`config.mk`:
```
export PLATFORM = sky130hd
export DESIGN_NAME = pgbuf_commit
export DESIGN_NICKNAME = d
export VERILOG_FILES = /design/src/rtl/pgb_pkg.sv /design/src/rtl/pgb_cursor.sv /design/src/rtl/pgb_slots.sv /design/src/rtl/pgb_ctrl.sv /design/src/rtl/pgbuf_commit.sv
export SDC_FILE = /design/constraint.sdc
export NUM_CORES = 1
export LEC_CHECK = 0
export BUFFER_PORTS_ARGS = -buffer_cell sky130_fd_sc_hd__buf_2
export CAP_MARGIN = 20
export CORE_ASPECT_RATIO = 1.5
export CORE_MARGIN = 8
export CORE_UTILIZATION = 50
export CTS_BUF_LIST = sky130_fd_sc_hd__clkbuf_4 sky130_fd_sc_hd__clkbuf_8 sky130_fd_sc_hd__clkbuf_16
export CTS_CLUSTER_SIZE = 30
export DETAILED_ROUTE_END_ITERATION = 10
export GPL_ROUTABILITY_DRIVEN = 0
export PLACE_DENSITY = 0.76
export SYNTH_ARGS = -nofsm -noshare
export SYNTH_HDL_FRONTEND = slang
export SYNTH_SLANG_ARGS = --single-unit
```
`constraint.sdc`:
```
create_clock -name clk -period 6.95 [get_ports clk]
set_input_delay 0.695 -clock clk [delete_from_list [all_inputs] [get_ports clk]]
set_output_delay 0.695 -clock clk [all_outputs]
set_load 0.01 [all_outputs]
```
`src/rtl/pgb_pkg.sv`:
```
package pgb_pkg;
   typedef enum logic [1:0] {
      PG_IDLE = 2'd0,
      PG_FILL = 2'd1,
      PG_PROG = 2'd2
   } pg_state_e;
endpackage

```
`src/rtl/pgb_cursor.sv`:
```
module pgb_cursor #(
   parameter int ADDR_W = 14,
   parameter int OFS_W  = 6,
   localparam int PAGE_W = ADDR_W - OFS_W
) (
   input  logic              clk,
   input  logic              rst_n,
   input  logic              latch_i,
   input  logic [ADDR_W-1:0] addr_i,
   input  logic              step_i,
   output logic [PAGE_W-1:0] page_o,
   output logic [OFS_W-1:0]  ofs_o
);
   logic [PAGE_W-1:0] page_q;
   logic [OFS_W-1:0]  ofs_q;

   always_ff @(posedge clk) begin
      if (!rst_n) begin
         page_q <= '0;
         ofs_q  <= '0;
      end else if (latch_i) begin
         page_q <= addr_i[ADDR_W-1:OFS_W];
         ofs_q  <= addr_i[OFS_W-1:0];
      end else if (step_i) begin
         ofs_q  <= ofs_q + 1'b1;
      end
   end

   assign page_o = page_q;
   assign ofs_o  = ofs_q;
endmodule

```
`src/rtl/pgb_slots.sv`:
```
module pgb_slots #(
   parameter int SLOTS  = 64,
   parameter int DATA_W = 8,
   localparam int OFS_W = $clog2(SLOTS)
) (
   input  logic              clk,
   input  logic              rst_n,
   input  logic              clear_i,
   input  logic              wr_i,
   input  logic [OFS_W-1:0]  wr_ofs_i,
   input  logic [DATA_W-1:0] wr_data_i,
   input  logic [OFS_W-1:0]  rd_ofs_i,
   output logic [DATA_W-1:0] rd_data_o,
   output logic              rd_valid_o,
   output logic              any_valid_o
);
   logic [SLOTS-1:0]  hit;
   logic [SLOTS-1:0]  valid_q;
   logic [DATA_W-1:0] data_q [SLOTS];

   for (genvar g = 0; g < SLOTS; g++) begin : g_dec
      assign hit[g] = wr_i && (wr_ofs_i == OFS_W'(g));
   end

   always_ff @(posedge clk) begin
      if (!rst_n || clear_i) begin
         valid_q <= '0;
      end else begin
         valid_q <= valid_q | hit;
      end
   end

   always_ff @(posedge clk) begin
      for (int i = 0; i < SLOTS; i++) begin
         if (!rst_n) begin
            data_q[i] <= '0;
         end else if (hit[i]) begin
            data_q[i] <= wr_data_i;
         end
      end
   end

   assign rd_data_o   = data_q[rd_ofs_i];
   assign rd_valid_o  = valid_q[rd_ofs_i];
   assign any_valid_o = |valid_q;
endmodule

```
`src/rtl/pgb_ctrl.sv`:
```
module pgb_ctrl
   import pgb_pkg::*;
#(
   parameter int SLOTS      = 64,
   parameter int TWR_CYCLES = 80,
   localparam int OFS_W = $clog2(SLOTS),
   localparam int CNT_W = $clog2(TWR_CYCLES)
) (
   input  logic             clk,
   input  logic             rst_n,
   input  logic             abort_i,
   input  logic             start_i,
   input  logic             commit_i,
   input  logic             load_i,
   input  logic             any_valid_i,
   output logic             busy_o,
   output logic             latch_o,
   output logic             step_o,
   output logic             clear_o,
   output logic             scan_on_o,
   output logic [OFS_W-1:0] scan_ofs_o
);
   pg_state_e  state_q, state_d;
   logic [CNT_W-1:0] cnt_q, cnt_d;
   logic             last_cyc;

   assign last_cyc = (cnt_q == CNT_W'(TWR_CYCLES - 1));

   always_comb begin
      state_d = state_q;
      cnt_d   = cnt_q;
      latch_o = 1'b0;
      step_o  = 1'b0;
      clear_o = 1'b0;
      if (state_q == PG_PROG) begin
         cnt_d = cnt_q + 1'b1;
         if (last_cyc) begin
            state_d = PG_IDLE;
            cnt_d   = '0;
            clear_o = 1'b1;
         end
      end else if (abort_i) begin
         state_d = PG_IDLE;
         clear_o = 1'b1;
      end else if (start_i) begin
         state_d = PG_FILL;
         latch_o = 1'b1;
         clear_o = 1'b1;
      end else if (commit_i) begin
         if (state_q == PG_FILL && any_valid_i) begin
            state_d = PG_PROG;
            cnt_d   = '0;
         end else begin
            state_d = PG_IDLE;
            clear_o = 1'b1;
         end
      end else if (load_i && state_q == PG_FILL) begin
         step_o = 1'b1;
      end
   end

   always_ff @(posedge clk) begin
      if (!rst_n) begin
         state_q <= PG_IDLE;
         cnt_q   <= '0;
      end else begin
         state_q <= state_d;
         cnt_q   <= cnt_d;
      end
   end

   assign busy_o     = (state_q == PG_PROG);
   assign scan_on_o  = busy_o && (cnt_q < CNT_W'(SLOTS));
   assign scan_ofs_o = cnt_q[OFS_W-1:0];
endmodule

```
`src/rtl/pgbuf_commit.sv`:
```
module pgbuf_commit #(
   parameter int ADDR_W     = 14,
   parameter int PAGE_BYTES = 64,
   parameter int DATA_W     = 8,
   parameter int TWR_CYCLES = 80,
   parameter bit REG_OUT    = 1'b0,
   localparam int OFS_W  = $clog2(PAGE_BYTES),
   localparam int PAGE_W = ADDR_W - OFS_W
) (
   input  logic              clk,
   input  logic              rst_n,
   input  logic              txn_start_i,
   input  logic [ADDR_W-1:0] txn_addr_i,
   input  logic              byte_load_i,
   input  logic [DATA_W-1:0] byte_data_i,
   input  logic              commit_req_i,
   input  logic              abort_req_i,
   output logic              busy_o,
   output logic              arr_we_o,
   output logic [ADDR_W-1:0] arr_addr_o,
   output logic [DATA_W-1:0] arr_data_o
);
   if ((1 << OFS_W) != PAGE_BYTES) begin : g_bad_page
      $error("PAGE_BYTES must be a power of two");
   end
   if (PAGE_W < 1) begin : g_bad_addr
      $error("ADDR_W must exceed the offset width");
   end
   if (TWR_CYCLES <= PAGE_BYTES + int'(REG_OUT)) begin : g_bad_twr
      $error("TWR_CYCLES must cover the page sweep");
   end

   logic              latch, step, clear, busy;
   logic              scan_on, any_valid, slot_valid;
   logic [OFS_W-1:0]  scan_ofs, cur_ofs;
   logic [PAGE_W-1:0] cur_page;
   logic [DATA_W-1:0] slot_data;

   pgb_ctrl #(
      .SLOTS      (PAGE_BYTES),
      .TWR_CYCLES (TWR_CYCLES)
   ) u_ctrl (
      .clk         (clk),
      .rst_n       (rst_n),
      .abort_i     (abort_req_i),
      .start_i     (txn_start_i),
      .commit_i    (commit_req_i),
      .load_i      (byte_load_i),
      .any_valid_i (any_valid),
      .busy_o      (busy),
      .latch_o     (latch),
      .step_o      (step),
      .clear_o     (clear),
      .scan_on_o   (scan_on),
      .scan_ofs_o  (scan_ofs)
   );

   pgb_cursor #(
      .ADDR_W (ADDR_W),
      .OFS_W  (OFS_W)
   ) u_cursor (
      .clk     (clk),
      .rst_n   (rst_n),
      .latch_i (latch),
      .addr_i  (txn_addr_i),
      .step_i  (step),
      .page_o  (cur_page),
      .ofs_o   (cur_ofs)
   );

   pgb_slots #(
      .SLOTS  (PAGE_BYTES),
      .DATA_W (DATA_W)
   ) u_slots (
      .clk         (clk),
      .rst_n       (rst_n),
      .clear_i     (clear),
      .wr_i        (step),
      .wr_ofs_i    (cur_ofs),
      .wr_data_i   (byte_data_i),
      .rd_ofs_i    (scan_ofs),
      .rd_data_o   (slot_data),
      .rd_valid_o  (slot_valid),
      .any_valid_o (any_valid)
   );

   logic              we_c;
   logic [ADDR_W-1:0] addr_c;

   assign we_c   = scan_on && slot_valid;
   assign addr_c = {cur_page, scan_ofs};
   assign busy_o = busy;

   if (REG_OUT) begin : g_reg_out
      logic              we_q;
      logic [ADDR_W-1:0] addr_q;
      logic [DATA_W-1:0] data_q;
      always_ff @(posedge clk) begin
         if (!rst_n) begin
            we_q   <= 1'b0;
            addr_q <= '0;
            data_q <= '0;
         end else begin
            we_q   <= we_c;
            addr_q <= addr_c;
            data_q <= slot_data;
         end
      end
      assign arr_we_o   = we_q;
      assign arr_addr_o = addr_q;
      assign arr_data_o = data_q;
   end else begin : g_comb_out
      assign arr_we_o   = we_c;
      assign arr_addr_o = addr_c;
      assign arr_data_o = slot_data;
   end
endmodule

```
==> impl_summary.log, run 1 <==
[metrics] R2R Path End: u_slots.data_q[0][4]
[metrics] synthesized flop and latch total: 605
[metrics] Worst Path Required: 6.25 ns
[metrics] die area: 0.0637 mm2
[metrics] post-synthesis sequential area ratio: 61.9%
[metrics] Clk network pwr share: 42.6%
[metrics] mean number of vias per cell: 6.31
[metrics] fraction of power consumed by sequential logic: 52.3%
[metrics] status: completed
[metrics] leading cell types in the layout, fill and taps excluded: 527 x sky130_fd_sc_hd__and2_1, 512 x sky130_fd_sc_hd__edfxtp_1, 146 x sky130_fd_sc_hd__mux4_2
[metrics] DRT iter0 DRCs: 2137
[metrics] most common cell after layout, fill and taps aside: sky130_fd_sc_hd__and2_1
[metrics] average detailed-routed wire length per instance: 26.9 um
[metrics] Top delay family on crit path: compound AO/OA/AOI/OAI gates
[metrics] maximum root-to-sink buffer count: 3
[metrics] critical path endpoint category: output pin
[metrics] FF-to-FF Start: u_ctrl.state_q[1]
[metrics] headroom to the max-slew limit: 22.4%
[metrics] share of cells above drive strength 1: 19.8%
[metrics] Worst-Margin Slew: 1.16 ns
[metrics] Initial Utilization: 50.2%
[metrics] Detail Placement HPWL: 49500 um
[metrics] IO buf count: 51
[metrics] total power draw: 7.80 mW
[metrics] number of nets in the finished design: 2071
[metrics] Post-route DRC: 0
[metrics] Final Critical Period: 4.65 ns
[metrics] Final Core Density: 55.3%
[metrics] ys async rst share: 0%
[metrics] area post-placement: 0.0284 mm2
[metrics] Post-Synthesis Mean Instance Area: 13.8 um2
[metrics] setup repair after global routing missed its margin: false
[metrics] slowest cell delay on critical path: 0.77 ns
[metrics] cts bufs inserted: 56
[metrics] depth of the worst register-to-register path: 4
[metrics] Slew Limit Fails: 0
[metrics] count of antenna diodes in the layout: 0
[metrics] worst hold slack after final layout: 0.317 ns
[metrics] Sum Neg Setup Slack: 0 ns
[metrics] share of the cycle needed by the critical path after routing: 66.9%
[metrics] post-route design area: 0.0307 mm2
[metrics] Clock Latency Late Sink: 0.63 ns
[metrics] gate count of the mapped netlist: 2022
[metrics] Post-CTS Hold Buffers: 0
[metrics] worst setup slack after layout: 2.30 ns
[metrics] power density of the placed cells: 254 mW/mm2
[metrics] standard-cell rows: 106
[metrics] number of distinct library cells after synthesis: 58
[metrics] Inst Count DP: 2639
[metrics] cell internal power dissipation: 6.08 mW
[metrics] leakage power summed over all cells: 10.7 nW
[metrics] final setup skew: 0.0159 ns
[metrics] power dissipated by switching net loads: 1.72 mW
[metrics] Max Clk Rate: 0.215 GHz
[metrics] CTS root buf: sky130_fd_sc_hd__clkbuf_16
[metrics] number of warnings printed during yosys synthesis: 0
[metrics] HP Class: input pin to register
[metrics] crit path max-delay cell type: sky130_fd_sc_hd__dfxtp_4
[metrics] Core ar.: 0.0554 mm2
[metrics] H-tree depth: 2
[metrics] cell type with the largest total area after synthesis: sky130_fd_sc_hd__edfxtp_1
[metrics] Buf/Inv on CP: 2
[metrics] count of TritonRoute iterations in the first routing pass: 6
[metrics] number of setup buffers added after CTS: 0
[metrics] data arrival at the endpoint of the critical path: 3.95 ns
[metrics] detailed-route wire length: 75100 um
[metrics] growth of design area from synthesis to finish: 10.1%
[metrics] ANT nets after route: 0
[metrics] number of antenna violations at the first check in global routing: 0
[metrics] startpoint of the tightest hold check path: txn_addr_i[11]
[metrics] number of cells upsized or downsized after cts: 0
[metrics] worst ir drop on vdd: 0.227 mV
[metrics] switch share: 22.1%
[metrics] Primary FF master, synth: sky130_fd_sc_hd__edfxtp_1
[metrics] sort of element at the start of the critical path: register
[metrics] final setup fails: 0
[metrics] Final Hold Violating Endpoints: 0
[metrics] number of standard cells in the final layout excluding fillers: 2787
[metrics] leading post-synthesis cells by cell area: sky130_fd_sc_hd__edfxtp_1 55%, sky130_fd_sc_hd__and2_1 12%, sky130_fd_sc_hd__mux4_2 12%, sky130_fd_sc_hd__dfxtp_1 6.7%, sky130_fd_sc_hd__a21oi_1 1.7%
[metrics] clock slew seen by the registers of the worst setup and hold paths: 0.07 ns
[metrics] clock sink count: 605
[metrics] vias after detailed routing: 17600
[metrics] layout filler cell count: 4365
[metrics] share of the synthesized area in the top cell type: 55.2%
[metrics] Worst Hold End: u_cursor.page_o[5]
[metrics] critical path class: register to output pin
[metrics] cell depth of the worst min-delay path: 3
[metrics] worst setup slack before clock tree synthesis: 2.90 ns
[metrics] Max FO, Critical Path: 37
[metrics] number of global-route vias before repair: 17300
[metrics] worst path cell trace: buf_4, mux4_2, a22o_1, a221oi_1, o22ai_1, a211o_1, buf_2
[metrics] Post-Syn Nets: 2055
[metrics] post-synthesis instance area: 0.0279 mm2
[metrics] max-cap violation count: 0
[metrics] number of ports placed on the die boundary: 52
[metrics] Overflow after GRT: 0
[metrics] r2r setup slk: 3.73 ns
[metrics] clock tree from TritonCTS: done
[metrics] global-route total usage across every layer: 23.1%
[metrics] maximum number of pins on one net before global-route repair: 85
[metrics] combinational share of power: 5.0%
[metrics] EDFF count, synth: 512
[metrics] Die Wd: 209 um
[metrics] height of the chip: 305 um
[metrics] global-route wire length before repair: 111000 um
## synth_stat cells (3+ instances only)
| cell type | number |
|---|---|
| sky130_fd_sc_hd__o21ai_1 | 3 |
| sky130_fd_sc_hd__a221oi_1 | 6 |
| sky130_fd_sc_hd__o21ai_0 | 74 |
| sky130_fd_sc_hd__a22oi_1 | 29 |
| sky130_fd_sc_hd__dfxtp_1 | 93 |
| sky130_fd_sc_hd__nand3b_1 | 4 |
| sky130_fd_sc_hd__o22ai_1 | 27 |
| sky130_fd_sc_hd__nor2_1 | 58 |
| sky130_fd_sc_hd__ha_1 | 5 |
| sky130_fd_sc_hd__nor2_4 | 14 |
| sky130_fd_sc_hd__buf_1 | 14 |
| sky130_fd_sc_hd__or3_1 | 3 |
| sky130_fd_sc_hd__a21oi_1 | 95 |
| sky130_fd_sc_hd__nor2_2 | 12 |
| sky130_fd_sc_hd__a211oi_1 | 5 |
| sky130_fd_sc_hd__a311oi_1 | 4 |
| sky130_fd_sc_hd__mux4_2 | 146 |
| sky130_fd_sc_hd__clkbuf_1 | 98 |
| sky130_fd_sc_hd__edfxtp_1 | 512 |
| sky130_fd_sc_hd__and3_1 | 6 |
| sky130_fd_sc_hd__nor2b_1 | 9 |
| sky130_fd_sc_hd__buf_4 | 18 |
| sky130_fd_sc_hd__a22o_1 | 6 |
| sky130_fd_sc_hd__nand4_1 | 5 |
| sky130_fd_sc_hd__or2_2 | 6 |
| sky130_fd_sc_hd__buf_6 | 10 |
| sky130_fd_sc_hd__nand3_1 | 11 |
| sky130_fd_sc_hd__nand2b_1 | 8 |
| sky130_fd_sc_hd__inv_1 | 6 |
| sky130_fd_sc_hd__nor4_1 | 17 |
| sky130_fd_sc_hd__buf_2 | 24 |
| sky130_fd_sc_hd__nor3_1 | 76 |
| sky130_fd_sc_hd__nand2_1 | 61 |
| sky130_fd_sc_hd__and2_1 | 527 |
## area by class of cell
| type | instances | area, um2 | area share (%) |
|---|---|---|---|
| Multi-Input combinational cell | 1245 | 9820 | 32.0 |
| Clock buffer | 63 | 1520 | 4.97 |
| Clock inverter | 42 | 473 | 1.54 |
| Tap cell | 702 | 878 | 2.86 |
| Sequential cell | 605 | 17200 | 56.2 |
| Timing Repair Buffer | 123 | 702 | 2.29 |
| Inverter | 7 | 26.3 | 0.0857 |
## worst min-delay path: cells and delay by family
kind	cells	cell delay [ns]
buf+inv	1	0.09
simple gates	1	0.04
compound gates	1	0.05
## worst max-delay path by stage
stage	cells past startpoint	startpoint	slack, ns	endpoint
2_1_floorplan	6	abort_req_i	4.18	u_slots.data_q[11][0]
3_3_place_gp	7	register	2.91	arr_data_o[0]
3_5_place_dp	7	register	2.90	arr_data_o[0]
4_1_cts	7	register	2.23	arr_data_o[0]
5_1_grt	7	register	2.09	arr_data_o[0]
6_report	7	register	2.30	arr_data_o[0]
## flip-flops by register name, summed over array words and instances (netlist names), named ones only
register / cells
u_slots.data_q: 512
u_slots.valid_q: 64
u_cursor.page_o: 8
u_cursor.ofs_o: 6
u_ctrl.state_q: 2
u_ctrl.cnt_q: 7
## cell families after synthesis
family                     share of synthesized area [%]
and+or+nand+nor                                     17.5
xor gates and xnor gates                          0.0944
AOI/OAI and AO/OA                                   5.54
DFF                                                 61.9
muxes                                               11.8
buffers and inverters                               2.94
adders and majority gates                          0.225
## power groups by stage
| stage | Sequential [mW] | Clock [mW] | Combinational, mW |
|---|---|---|---|
| 3_3_place_gp | 4.16 | 0 | 0.368 |
| 3_5_place_dp | 4.16 | 0 | 0.376 |
| 5_1_grt | 4.09 | 3.48 | 0.410 |
| 2_1_floorplan | 4.12 | 0 | 0.261 |
| 6_report | 4.08 | 3.33 | 0.392 |
| 4_1_cts | 4.09 | 3.34 | 0.377 |
## per-layer routing
layer,track usage (%),vias up,share of wire [%]
li1,-,7510,-
met2,40.5,1064,51
met1,26.7,8761,34
met4,12.3,0,6.4
met5,0,-,0
met3,3.98,238,8.5
No activity file was read; power rests on OpenSTA's default activity.
==> run 2, diff against run 1 <==
==> constraint.sdc (replaced) <==
create_clock -name clk -period 4.87 [get_ports clk]
set_input_delay 0.487 -clock clk [delete_from_list [all_inputs] [get_ports clk]]
set_output_delay 0.487 -clock clk [all_outputs]
set_load 0.01 [all_outputs]
==> impl_summary.log, run 2 (synthesis gave the netlist of run 1 again) <==
[metrics] status: completed
[metrics] startpoint of the tightest hold check path: txn_addr_i[6]
[metrics] global-route total usage across every layer: 22.6%
[metrics] Core ar.: 0.0554 mm2
[metrics] Max Clk Rate: 0.230 GHz
[metrics] Slew Limit Fails: 0
[metrics] clock sink count: 605
[metrics] Worst Hold End: u_cursor.page_o[0]
[metrics] most flop-heavy register: u_slots.data_q
[metrics] worst ir drop on vdd: 0.287 mV
[metrics] sort of element at the start of the critical path: register
[metrics] Die Wd: 209 um
[metrics] standard-cell rows: 106
[metrics] number of cells upsized or downsized after cts: 0
[metrics] Largest register FFs: 512
[metrics] mean number of vias per cell: 6.19
[metrics] final setup skew: 0.0358 ns
[metrics] vias after detailed routing: 17300
[metrics] Post-CTS Hold Buffers: 0
[metrics] maximum number of pins on one net before global-route repair: 66
[metrics] growth of design area from synthesis to finish: 10.3%
[metrics] maximum root-to-sink buffer count: 3
[metrics] ANT nets after route: 0
[metrics] most common cell after layout, fill and taps aside: sky130_fd_sc_hd__and2_1
[metrics] number of global-route vias before repair: 17400
[metrics] count of antenna diodes in the layout: 0
[metrics] clock tree from TritonCTS: done
[metrics] total power draw: 10.9 mW
[metrics] setup repair after global routing missed its margin: false
[metrics] share of cells above drive strength 1: 20.2%
[metrics] cts bufs inserted: 54
[metrics] depth of the worst register-to-register path: 5
[metrics] data arrival at the endpoint of the critical path: 3.86 ns
[metrics] worst path cell trace: buf_12, mux4_2, o22ai_1, nor2_1, a21oi_1, o21ai_0, buf_2
[metrics] height of the chip: 305 um
[metrics] DRT iter0 DRCs: 1897
[metrics] number of ports placed on the die boundary: 52
[metrics] max-cap violation count: 0
[metrics] share of the cycle needed by the critical path after routing: 89.3%
[metrics] global-route wire length before repair: 110000 um
[metrics] crit path max-delay cell type: sky130_fd_sc_hd__dfxtp_4
[metrics] IO buf count: 51
[metrics] critical path endpoint category: output pin
[metrics] cell depth of the worst min-delay path: 3
[metrics] count of TritonRoute iterations in the first routing pass: 8
[metrics] CTS root buf: sky130_fd_sc_hd__clkbuf_16
[metrics] number of nets in the finished design: 2083
[metrics] Detail Placement HPWL: 49900 um
[metrics] Final Hold Violating Endpoints: 0
[metrics] critical path class: register to output pin
[metrics] Overflow after GRT: 0
[metrics] headroom to the max-slew limit: 26.9%
[metrics] Worst Path Required: 4.38 ns
[metrics] die area: 0.0637 mm2
[metrics] number of setup buffers added after CTS: 0
[metrics] slowest cell delay on critical path: 0.86 ns
[metrics] leakage power summed over all cells: 10.7 nW
[metrics] power density of the placed cells: 354 mW/mm2
[metrics] clock slew seen by the registers of the worst setup and hold paths: 0.07 ns
[metrics] HP Class: input pin to register
[metrics] leading cell types in the layout, fill and taps excluded: 527 x sky130_fd_sc_hd__and2_1, 512 x sky130_fd_sc_hd__edfxtp_1, 146 x sky130_fd_sc_hd__mux4_2
[metrics] H-tree depth: 2
[metrics] r2r setup slk: 1.71 ns
[metrics] Sum Neg Setup Slack: 0 ns
[metrics] final setup fails: 0
[metrics] Final Critical Period: 4.35 ns
[metrics] R2R Path End: u_slots.data_q[15][1]
[metrics] FF-to-FF Start: u_ctrl.state_q[1]
[metrics] Worst-Margin Slew: 1.09 ns
[metrics] Max FO, Critical Path: 36
[metrics] detailed-route wire length: 73000 um
[metrics] number of antenna violations at the first check in global routing: 2
[metrics] Initial Utilization: 50.2%
[metrics] Clock Latency Late Sink: 0.62 ns
[metrics] average detailed-routed wire length per instance: 26.1 um
[metrics] Post-route DRC: 0
## run 2: how the worst max path moves through the flow
| stage | to | slack [ns] | cells after the start |
|---|---|---|---|
| 2_1_floorplan | u_slots.data_q[13][0] | 2.31 | 6 |
| 3_3_place_gp | arr_data_o[5] | 1.12 | 7 |
| 3_5_place_dp | arr_data_o[5] | 1.17 | 7 |
| 4_1_cts | arr_data_o[5] | 0.50 | 7 |
| 5_1_grt | arr_data_o[6] | 0.45 | 7 |
| 6_report | arr_data_o[5] | 0.52 | 7 |
## run 2: per-layer routing
| metal | part of all wire (%) | track usage, % | up-vias |
|---|---|---|---|
| met3 | 6.8 | 3.40 | 200 |
| met4 | 5.1 | 10.7 | 4 |
| met2 | 53 | 40.3 | 920 |
| met5 | 0.036 | 0 | - |
| met1 | 35 | 26.3 | 8657 |
| li1 | - | - | 7534 |
## run 2: per-stage QoR
step | utilization (%) | instance area [um2] | setup slack, ns | hold slack (ns) | std cells
6_report | 55.4 | 30700 | 0.522 | 0.105 | 2795
5_1_grt | 55.4 | 30700 | 0.447 | 0.0983 | 2795
4_1_cts | 55.1 | 30600 | 0.503 | 0.0797 | 2769
3_5_place_dp | 51.7 | 28700 | 1.17 | 0.446 | 2670
3_3_place_gp | 51.7 | 28700 | 1.12 | 0.440 | 2665
2_1_floorplan | - | 27900 | 2.31 | 0.464 | 2022
## run 2: worst max-delay path, delay by kind of cell (launching register included)
family / cells / cell delay (ns)
buffers and inverters: 2 / 0.59
muxes: 1 / 0.57
AOI/OAI and AO/OA: 3 / 1.07
and+or+nand+nor: 1 / 0.10
DFF: 1 / 0.86
## run 2: final cells by class
type,count,area (um2)
clock buffers,65,1480
clock inverters,34,392
fillers,4325,24700
inverters,7,26.3
multi-input cells,1245,9810
flip-flops and latches,605,17200
well taps,702,878
repair buffers,137,895
## run 2: where the power goes
part           leakage, nW  internal (mW)  total, mW  switching (mW)
sequential            6.04           5.74       5.82          0.0756
clock                0.924           2.56       4.50            1.95
combinational         3.74          0.203      0.571           0.368
total                 10.7           8.50       10.9            2.39
==> run 3, diff against run 2 <==
--- a/config.mk
+++ b/config.mk
@@ -7,6 +7,8 @@
 export LEC_CHECK = 0
 export BUFFER_PORTS_ARGS = -buffer_cell sky130_fd_sc_hd__buf_2
 export CAP_MARGIN = 20
+export CELL_PAD_IN_SITES_DETAIL_PLACEMENT = 0
+export CELL_PAD_IN_SITES_GLOBAL_PLACEMENT = 1
 export CORE_ASPECT_RATIO = 1.5
 export CORE_MARGIN = 8
 export CORE_UTILIZATION = 50
@@ -14,7 +16,7 @@
 export CTS_CLUSTER_SIZE = 30
 export DETAILED_ROUTE_END_ITERATION = 10
 export GPL_ROUTABILITY_DRIVEN = 0
-export PLACE_DENSITY = 0.76
+export PLACE_DENSITY = 0.86
 export SYNTH_ARGS = -nofsm -noshare
 export SYNTH_HDL_FRONTEND = slang
 export SYNTH_SLANG_ARGS = --single-unit
==> impl_summary.log, run 3 (synthesis gave the netlist of run 1 again) <==
[metrics] fraction of power consumed by sequential logic: 53.4%
[metrics] H-tree depth: 2
[metrics] number of antenna violations at the first check in global routing: 0
[metrics] depth of the worst register-to-register path: 4
[metrics] Die Wd: 209 um
[metrics] clock tree from TritonCTS: done
[metrics] slowest cell delay on critical path: 0.81 ns
[metrics] cell depth of the worst min-delay path: 3
[metrics] data arrival at the endpoint of the critical path: 3.62 ns
[metrics] number of cells upsized or downsized after cts: 0
[metrics] Post-CTS Hold Buffers: 0
[metrics] final setup skew: 0.0535 ns
[metrics] cell internal power dissipation: 8.46 mW
[metrics] Core ar.: 0.0554 mm2
[metrics] count of antenna diodes in the layout: 0
[metrics] combinational share of power: 5.2%
[metrics] Initial Utilization: 50.2%
[metrics] share of the cycle needed by the critical path after routing: 84.4%
[metrics] post-route design area: 0.0308 mm2
[metrics] leading cell types in the layout, fill and taps excluded: 527 x sky130_fd_sc_hd__and2_1, 512 x sky130_fd_sc_hd__edfxtp_1, 146 x sky130_fd_sc_hd__mux4_2
[metrics] count of TritonRoute iterations in the first routing pass: 8
[metrics] most flop-heavy register: u_slots.data_q
[metrics] growth of design area from synthesis to finish: 10.4%
[metrics] leakage power summed over all cells: 10.7 nW
[metrics] final setup fails: 0
[metrics] Worst Path Required: 4.38 ns
[metrics] Clk network pwr share: 41.4%
[metrics] Detail Placement HPWL: 50300 um
[metrics] most common cell after layout, fill and taps aside: sky130_fd_sc_hd__and2_1
[metrics] Max Clk Rate: 0.243 GHz
[metrics] number of nets in the finished design: 2081
[metrics] Largest register FFs: 512
[metrics] area post-placement: 0.0288 mm2
[metrics] worst ir drop on vdd: 0.354 mV
[metrics] sort of element at the start of the critical path: register
[metrics] Post-route DRC: 0
[metrics] Final Hold Violating Endpoints: 0
[metrics] R2R Path End: u_slots.data_q[11][0]
[metrics] height of the chip: 305 um
[metrics] cts bufs inserted: 56
[metrics] number of setup buffers added after CTS: 0
[metrics] IO buf count: 51
[metrics] DRT iter0 DRCs: 1651
[metrics] Final Critical Period: 4.11 ns
[metrics] switch share: 22.4%
[metrics] vias after detailed routing: 17300
[metrics] Sum Neg Setup Slack: 0 ns
[metrics] clock slew seen by the registers of the worst setup and hold paths: 0.07 ns
[metrics] average detailed-routed wire length per instance: 25.9 um
[metrics] max-cap violation count: 0
[metrics] global-route wire length before repair: 109000 um
[metrics] Overflow after GRT: 0
[metrics] HP Class: input pin to register
[metrics] maximum number of pins on one net before global-route repair: 73
[metrics] Max FO, Critical Path: 35
[metrics] FF-to-FF Start: u_ctrl.state_q[1]
[metrics] Clock Latency Late Sink: 0.63 ns
[metrics] number of ports placed on the die boundary: 52
[metrics] global-route total usage across every layer: 22.5%
[metrics] Worst-Margin Slew: 1.18 ns
[metrics] die area: 0.0637 mm2
[metrics] power dissipated by switching net loads: 2.44 mW
[metrics] share of cells above drive strength 1: 20.1%
[metrics] headroom to the max-slew limit: 20.6%
[metrics] worst path cell trace: buf_4, mux4_2, a22o_1, a221oi_1, o22ai_1, a211o_1, buf_2
[metrics] startpoint of the tightest hold check path: txn_addr_i[8]
[metrics] CTS root buf: sky130_fd_sc_hd__clkbuf_16
[metrics] mean number of vias per cell: 6.18
[metrics] crit path max-delay cell type: sky130_fd_sc_hd__dfxtp_4
[metrics] critical path endpoint category: output pin
[metrics] detailed-route wire length: 72300 um
[metrics] critical path class: register to output pin
[metrics] clock sink count: 605
[metrics] ANT nets after route: 0
[metrics] standard-cell rows: 106
[metrics] number of global-route vias before repair: 17500
[metrics] power density of the placed cells: 354 mW/mm2
[metrics] r2r setup slk: 1.67 ns
[metrics] Slew Limit Fails: 0
[metrics] total power draw: 10.9 mW
[metrics] setup repair after global routing missed its margin: false
[metrics] Worst Hold End: u_cursor.page_o[2]
[metrics] maximum root-to-sink buffer count: 3
[metrics] status: completed
==> run 3: cell types whose count changed in the layout (fill, tap and decap cells not counted), moves of 3 or more <==
cell,previous run,this run
sky130_fd_sc_hd__buf_4,54,68
sky130_fd_sc_hd__buf_2,69,61
sky130_fd_sc_hd__clkbuf_4,16,8
sky130_fd_sc_hd__clkinv_2,14,9
sky130_fd_sc_hd__clkinv_4,3,7
sky130_fd_sc_hd__inv_6,1,4
==> run 3: routing by layer <==
layer | wire length [um] | GRT usage [%]
met5 | 0 | 0
met1 | 25400 | 25.4
met3 | 4640 | 3.44
met2 | 39100 | 41.7
met4 | 3180 | 9.31
==> run 3: worst max-delay path, delay by kind of cell, from the launching register on <==
| family | cells | cell delay [ns] |
|---|---|---|
| mux | 1 | 0.56 |
| compound gates | 4 | 1.02 |
| flops | 1 | 0.81 |
| buf+inv | 2 | 0.57 |
==> run 3: power groups by stage <==
stage / clock (mW) / sequential, mW / combinational (mW)
finish: 4.51 / 5.82 / 0.571
global route: 4.74 / 5.83 / 0.602
CTS: 4.55 / 5.82 / 0.564
detailed placement: 0 / 5.93 / 0.562
global placement: 0 / 5.93 / 0.547
floorplan: 0 / 5.89 / 0.373
==> run 3: how the worst max path moves through the flow <==
stage / endpoint / slack [ns] / cells after the start
6_report: arr_data_o[0] / 0.76 / 7
5_1_grt: arr_data_o[7] / 0.55 / 8
4_1_cts: arr_data_o[7] / 0.69 / 8
3_3_place_gp: arr_we_o / 1.35 / 6
3_5_place_dp: u_slots.data_q[11][1] / 1.33 / 5
2_1_floorplan: u_slots.data_q[13][0] / 2.31 / 6
==> run 3: layout make-up <==
| class | instances | area, um2 |
|---|---|---|
| Fill cell | 4419 | 24700 |
| Sequential cell | 605 | 17200 |
| Timing Repair Buffer | 133 | 898 |
| Clock buffer | 64 | 1460 |
| Clock inverter | 40 | 437 |
| Inverter | 7 | 26.3 |
| Multi-Input combinational cell | 1245 | 9810 |
| Tap cell | 702 | 878 |
==> run 3: metrics by stage <==
step / hold WS [ns] / util, % / cells / setup slack [ns]
after CTS: 0.0706 / 55.3 / 2786 / 0.694
final: 0.105 / 55.5 / 2796 / 0.761
after floorplan: 0.464 / - / 2022 / 2.31
after global routing: 0.0879 / 55.5 / 2796 / 0.551
after detailed placement: 0.447 / 51.9 / 2682 / 1.33
after global placement: 0.441 / 51.9 / 2679 / 1.35
